--- src/rtl/sqpll_pkg.sv ---
// Shared types for the square-wave phase tracker.
package sqpll_pkg;
    // Kind of input transition seen in the current cycle
    typedef enum logic [1:0] {
        EV_NONE = 2'd0,
        EV_RISE = 2'd1,
        EV_FALL = 2'd2
    } sq_event_e;
endpackage

--- src/rtl/sqpll_edge_det.sv ---
// Input transition detector.
// Assumes sig_i is already synchronous to clk. The stored level resets to 0,
// so a high input in the first cycle after reset reads as a rising event.
module sqpll_edge_det
    import sqpll_pkg::*;
(
    input  logic      clk,
    input  logic      rst_n,
    input  logic      sig_i,
    output sq_event_e ev_o
);
    logic sig_q;

    // Keep the level sampled at the previous edge
    always_ff @(posedge clk) begin
        if (!rst_n) sig_q <= 1'b0;
        else        sig_q <= sig_i;
    end

    // Classify the current cycle against the stored level
    always_comb begin
        if (sig_i && !sig_q)      ev_o = EV_RISE;
        else if (!sig_i && sig_q) ev_o = EV_FALL;
        else                      ev_o = EV_NONE;
    end
endmodule

--- src/rtl/sqpll_delta_ctrl.sv ---
// Tuning word register with bang-bang correction and window clamping.
// Assumes delta_min_i <= delta_max_i. The reset value is taken from
// init_delta_i while reset is held.
module sqpll_delta_ctrl
    import sqpll_pkg::*;
#(
    parameter int DELTA_W = 12
) (
    input  logic               clk,
    input  logic               rst_n,
    input  sq_event_e          ev_i,
    input  logic               synth_i,
    input  logic [DELTA_W-1:0] init_delta_i,
    input  logic [DELTA_W-1:0] gain_i,
    input  logic [DELTA_W-1:0] delta_min_i,
    input  logic [DELTA_W-1:0] delta_max_i,
    output logic [DELTA_W-1:0] delta_o
);
    localparam int WIDE_W = DELTA_W + 1;

    logic               go_up;
    logic [WIDE_W-1:0]  sum_wide;
    logic [WIDE_W-1:0]  floor_wide;
    logic [DELTA_W-1:0] up_val;
    logic [DELTA_W-1:0] dn_val;
    logic [DELTA_W-1:0] delta_q;

    // Direction: speed up when the synthesized bit lags the input change
    always_comb begin
        go_up = ((ev_i == EV_RISE) && !synth_i) || ((ev_i == EV_FALL) && synth_i);
    end

    // Saturating step in either direction, in one bit wider arithmetic
    always_comb begin
        sum_wide   = {1'b0, delta_q} + {1'b0, gain_i};
        floor_wide = {1'b0, delta_min_i} + {1'b0, gain_i};
        up_val     = (sum_wide > {1'b0, delta_max_i}) ? delta_max_i : sum_wide[DELTA_W-1:0];
        dn_val     = ({1'b0, delta_q} < floor_wide) ? delta_min_i : (delta_q - gain_i);
    end

    // Update the tuning word on input events only
    always_ff @(posedge clk) begin
        if (!rst_n)               delta_q <= init_delta_i;
        else if (ev_i != EV_NONE) delta_q <= go_up ? up_val : dn_val;
    end

    assign delta_o = delta_q;
endmodule

--- src/rtl/sqpll_phase_acc.sv ---
// Phase accumulator producing the synthesized square wave from its top bit.
// Assumes DELTA_W <= ACC_W; the tuning word is zero-extended.
module sqpll_phase_acc #(
    parameter int ACC_W   = 16,
    parameter int DELTA_W = 12
) (
    input  logic               clk,
    input  logic               rst_n,
    input  logic               tick_i,
    input  logic [DELTA_W-1:0] delta_i,
    output logic [ACC_W-1:0]   acc_o,
    output logic               synth_o
);
    localparam int PAD_W = ACC_W - DELTA_W;

    logic [ACC_W-1:0] step;
    logic [ACC_W-1:0] acc_q;

    // Widen the tuning word to accumulator width
    generate
        if (PAD_W > 0) begin : g_pad
            assign step = {{PAD_W{1'b0}}, delta_i};
        end else begin : g_nopad
            assign step = delta_i;
        end
    endgenerate

    // Advance phase on each tick, wrapping naturally
    always_ff @(posedge clk) begin
        if (!rst_n)      acc_q <= '0;
        else if (tick_i) acc_q <= acc_q + step;
    end

    assign acc_o   = acc_q;
    assign synth_o = acc_q[ACC_W-1];
endmodule

--- src/rtl/sqpll_lock_det.sv ---
// Lock detector: measures distance to the nearest half-cycle boundary at
// each input event and counts consecutive events under the threshold.
// Assumes the counter width is enough for the largest lock length in use.
module sqpll_lock_det #(
    parameter int ACC_W = 16,
    parameter int CNT_W = 8
) (
    input  logic             clk,
    input  logic             rst_n,
    input  logic             ev_valid_i,
    input  logic [ACC_W-1:0] acc_i,
    input  logic [ACC_W-2:0] thresh_i,
    input  logic [CNT_W-1:0] lock_len_i,
    output logic [ACC_W-2:0] err_o,
    output logic             lock_o
);
    localparam int ERR_W = ACC_W - 1;

    logic [ERR_W-1:0] low_bits;
    logic [ERR_W:0]   mirror;
    logic [CNT_W-1:0] run_q;
    logic [CNT_W:0]   run_next;
    logic             lock_q;

    // Distance to the closer of the two half-cycle boundaries
    always_comb begin
        low_bits = acc_i[ERR_W-1:0];
        mirror   = (ERR_W + 1)'(1 << ERR_W) - {1'b0, low_bits};
        err_o    = ({1'b0, low_bits} < mirror) ? low_bits : mirror[ERR_W-1:0];
    end

    // Saturating next run length
    always_comb begin
        run_next = (&run_q) ? {1'b0, run_q} : ({1'b0, run_q} + 1'b1);
    end

    // Track the run and the lock flag at input events
    always_ff @(posedge clk) begin
        if (!rst_n) begin
            run_q  <= '0;
            lock_q <= 1'b0;
        end else if (ev_valid_i) begin
            if (err_o < thresh_i) begin
                run_q  <= run_next[CNT_W-1:0];
                lock_q <= (run_next >= {1'b0, lock_len_i});
            end else begin
                run_q  <= '0;
                lock_q <= 1'b0;
            end
        end
    end

    assign lock_o = lock_q;
endmodule

--- src/rtl/sqpll_top.sv ---
// Square-wave phase tracker top level.
// Connects edge detection, tuning word control, phase accumulation and lock
// detection. Assumes sig_i is synchronous and tick_i is a one-cycle enable.
module sqpll_top
    import sqpll_pkg::*;
#(
    parameter int ACC_W   = 16,
    parameter int DELTA_W = 12,
    parameter int CNT_W   = 8
) (
    input  logic               clk,
    input  logic               rst_n,
    input  logic               tick_i,
    input  logic               sig_i,
    input  logic [DELTA_W-1:0] init_delta_i,
    input  logic [DELTA_W-1:0] gain_i,
    input  logic [DELTA_W-1:0] delta_min_i,
    input  logic [DELTA_W-1:0] delta_max_i,
    input  logic [ACC_W-2:0]   thresh_i,
    input  logic [CNT_W-1:0]   lock_len_i,
    output logic               synth_o,
    output logic [DELTA_W-1:0] delta_o,
    output logic               lock_o
);
    sq_event_e          ev;
    logic [ACC_W-1:0]   acc;
    logic [ACC_W-2:0]   phase_err;
    logic [DELTA_W-1:0] delta;
    logic               synth;

    sqpll_edge_det u_edge (
        .clk   (clk),
        .rst_n (rst_n),
        .sig_i (sig_i),
        .ev_o  (ev)
    );

    sqpll_delta_ctrl #(.DELTA_W(DELTA_W)) u_delta (
        .clk          (clk),
        .rst_n        (rst_n),
        .ev_i         (ev),
        .synth_i      (synth),
        .init_delta_i (init_delta_i),
        .gain_i       (gain_i),
        .delta_min_i  (delta_min_i),
        .delta_max_i  (delta_max_i),
        .delta_o      (delta)
    );

    sqpll_phase_acc #(.ACC_W(ACC_W), .DELTA_W(DELTA_W)) u_acc (
        .clk     (clk),
        .rst_n   (rst_n),
        .tick_i  (tick_i),
        .delta_i (delta),
        .acc_o   (acc),
        .synth_o (synth)
    );

    sqpll_lock_det #(.ACC_W(ACC_W), .CNT_W(CNT_W)) u_lock (
        .clk        (clk),
        .rst_n      (rst_n),
        .ev_valid_i (ev != EV_NONE),
        .acc_i      (acc),
        .thresh_i   (thresh_i),
        .lock_len_i (lock_len_i),
        .err_o      (phase_err),
        .lock_o     (lock_o)
    );

    assign synth_o = synth;
    assign delta_o = delta;
endmodule

--- config.mk ---
export PLATFORM = sky130hd
export DESIGN_NAME = sqpll_top
export DESIGN_NICKNAME = d
export VERILOG_FILES = /design/src/rtl/sqpll_pkg.sv /design/src/rtl/sqpll_edge_det.sv /design/src/rtl/sqpll_delta_ctrl.sv /design/src/rtl/sqpll_phase_acc.sv /design/src/rtl/sqpll_lock_det.sv /design/src/rtl/sqpll_top.sv
export SDC_FILE = /design/constraint.sdc
export NUM_CORES = 1
export LEC_CHECK = 0
export BUFFER_PORTS_ARGS = -buffer_cell sky130_fd_sc_hd__buf_2
export CAP_MARGIN = 20
export CORE_UTILIZATION = 45
export CTS_BUF_LIST = sky130_fd_sc_hd__clkbuf_2 sky130_fd_sc_hd__clkbuf_4 sky130_fd_sc_hd__clkbuf_8
export CTS_CLUSTER_DIAMETER = 80
export CTS_CLUSTER_SIZE = 14
export DETAILED_ROUTE_END_ITERATION = 7
export PLACE_DENSITY_LB_ADDON = 0.15
export SLEW_MARGIN = 10
export SYNTH_ARGS = -nofsm -noshare
export SYNTH_HDL_FRONTEND = slang
export SYNTH_HIERARCHICAL = 1
export SYNTH_SLANG_ARGS = --single-unit
--- constraint.sdc ---
create_clock -name clk -period 4.1 [get_ports clk]
set_clock_uncertainty 0.1 [all_clocks]
set_input_delay 0.41 -clock clk [delete_from_list [all_inputs] [get_ports clk]]
set_output_delay 0.41 -clock clk [all_outputs]
set_load 0.03 [all_outputs]
==> flow_summary_export.csv <==
group,metric,value,unit
cts,htree_levels,2,
die,die_area,13500,sq um
finish,stdcell_area,7680,sq um
cts,hold_buffers,0,
synth,syn_avg_cell_area,7.94,sq um
setup_path,start_kind,"flop",
timing,clock.fmax,234,MHz
die,dieWidth,116,um
timing,finalCriticalPeriod,4.27,ns
timing,setup_viol,9,
setup_path,critPathKind,"flop to flop",
grt,overflow,0,
cts,cts_tree,"done",
synth,synthCells,740,
placement,gp_congestion,0.944,
setup_path,critical_path.endpoint,"u_lock/run_q[4]",
grt,grt_max_degree,37,
timing,worst_pin_slew,0.795,ns
setup_path,reg2reg_slack,-0.17,ns
worst_hold_path,hold_path.class,"input port to flop",
synth,syn_nets,921,
power_and_ir_drop,ir_worst_vdd,337,uV
run,cap_violations,0,
timing,whs,0.238,ns
placement,post_dp_cell_area,7170,sq um
synth,synth_area,5880,sq um
synth,ys_warn_count,6,
setup_path,required,4.21,ns
grt,grt_pass1_wl,29.3,mm
setup_path,cp_max_fo,6,
placement,portBuffers,88,
finish,post-route-util,60.6,%
drt,drt_iter0_markers,306,
power_and_ir_drop,power,4350,uW
power_and_ir_drop,leakagePower,0.00368,uW
die,core,12700,sq um
timing,hold_viol_final,0,
cts,path_clk_slew,0.10,ns
outcome,status,"finished, violations left",
drt,antenna_left,0,
drt,drt-wirelength-per-cell,17.0,um
cts,numCtsBuffers,5,
grt,grt_pass1_vias,6271,
cts,clock_sinks,38,
drt,vias_per_cell,5.86,
setup_path,crit_start,"u_acc/acc_o[1]",
placement,dp_slack,-0.438,ns
timing,rsz0062_at_grt,"yes",
die,die_h,116,um
die,num_rows,41,
finish,fin_nets,1101,
drt,vias,6404,
power_and_ir_drop,powerDensity,566,nW/um^2
setup_path,r2r-end,"u_lock/run_q[4]",
placement,hpwlAfterDp,15.1,mm
timing,finalCritPeriodShare,104,%
timing,relSlewSlack,46.3,%
die,ios,89,
finish,synthToLayoutAreaGrowth,30.7,%
die,initial_core_util,46.4,%
drt,dr.pass1.iters,5,
cts,clk_path_buf_depth,2,
setup_path,regToRegStartpoint,"u_acc/acc_o[1]",
setup_path,worstPathArrival,4.37,ns
setup_path,worstSetupEndpointType,"flop",
outcome,violations,"negative setup slack",
finish,antenna_cells,0,
drt,drc,0,
drt,routed_wl,18.6,mm
cts,clock_latency,0.31,ns
timing,setup_ws,-0.165,ns
setup_path,reg2reg_depth,19,
cts,ctsRootBufferMaster,"clkbuf_8",
finish,layout-drive-gt1-share,28.1,%
timing,maxSlewViolCount,0,
grt,grt.total_usage,27.8,%
grt,antenna_found_initial,0,
[metrics by stage]
stage,setup TNS (ns),std cells
after floorplan,-0.191,740
after global placement,-3.34,1068
after detailed placement,-5.32,1068
after CTS,-2.38,1086
after global routing,-3.88,1093
final,-1.23,1093
[metal layers]
metal  wire length, um  GRT usage [%]  vias up
met5                 0              0        -
met4               624           11.1        0
met3              1100           4.00       47
met2              9420           51.4      224
met1              7480           31.9     2997
li1                  -              -     3136
[sequential cells by signal (all words and copies together) (netlist names)]
name / count
u_acc/acc_o: 16
u_delta/delta_o: 12
u_edge/sig_q: 1
u_lock/lock_o: 1
u_lock/run_q: 8
[worst min-delay path by stage]
stage / from / endpoint / slack [ns] / cells past startpoint
final: sig_i / u_edge/sig_q / 0.24 / 2
after global routing: sig_i / u_edge/sig_q / 0.24 / 2
after CTS: sig_i / u_edge/sig_q / 0.23 / 2
after detailed placement: u_lock/lock_o / u_lock/lock_o / 0.37 / 1
after global placement: u_lock/lock_o / u_lock/lock_o / 0.37 / 1
after floorplan: u_lock/run_q[5] / u_lock/run_q[5] / 0.36 / 1
[what timing repair did]
| item | in CTS | in global routing |
|---|---|---|
| endpoints found under the hold margin | 0 | 0 |
| pin swaps | 26 | 23 |
| buffers inserted | 8 | 8 |
| resized for setup | 25 | 27 |
| endpoints found under the setup margin | 16 | 21 |
| cloned | 2 | 0 |
[layout by cell type, fill, tap and decap left out, drive strengths merged, types with 5 or more instances in the layout]
cell     instances
o221ai          10
nand2           38
nand3b           5
and2             8
a31oi           13
nor3            17
xnor2           22
a311oi           5
o211ai           9
inv             75
o21a             7
xor2            12
or3             16
nand4           10
ha             102
mux2i           16
a21oi           55
clkbuf           5
nand3           36
dfxtp           26
a211oi           8
buf            187
o21ai           38
o2111ai          7
o31ai            5
nand2b          16
a21o            23
nor2            40
mux2             9
a22o             6
nor2b           14
edfxtp          12
[report_power, final]
part / internal, uW / switching (uW) / leakage (uW)
clock: 244 / 164 / 0.0000683
combinational: 1620 / 1750 / 0.00328
sequential: 479 / 91.5 / 0.000339
[worst max-delay path, cell delays in order (launching register included)]
cell and delay [ns]:
dfxtp_4 0.36, inv_4 0.05, ha_4 0.13, inv_2 0.04, nor4_2 0.12, nand3_1 0.15, or3_4 0.40, ha_4 0.28
o41ai_4 0.38, buf_4 0.18, o21a_1 0.14, buf_6 0.12, buf_4 0.10, mux2_4 0.30, ha_4 0.27, nand4_1 0.12
a2111oi_4 0.40, a21oi_2 0.13, buf_4 0.18, a22o_1 0.22
[final cells by class]
cell class	count	area, sq um
Fill cell	1173	4990
Clock inverter	3	68.8
Timing Repair Buffer	187	1190
Sequential cell	38	886
Inverter	77	292
Clock buffer	5	68.8
Tap cell	172	215
Multi-Input combinational cell	611	4960
No activity file was read; power rests on OpenSTA's default activity.
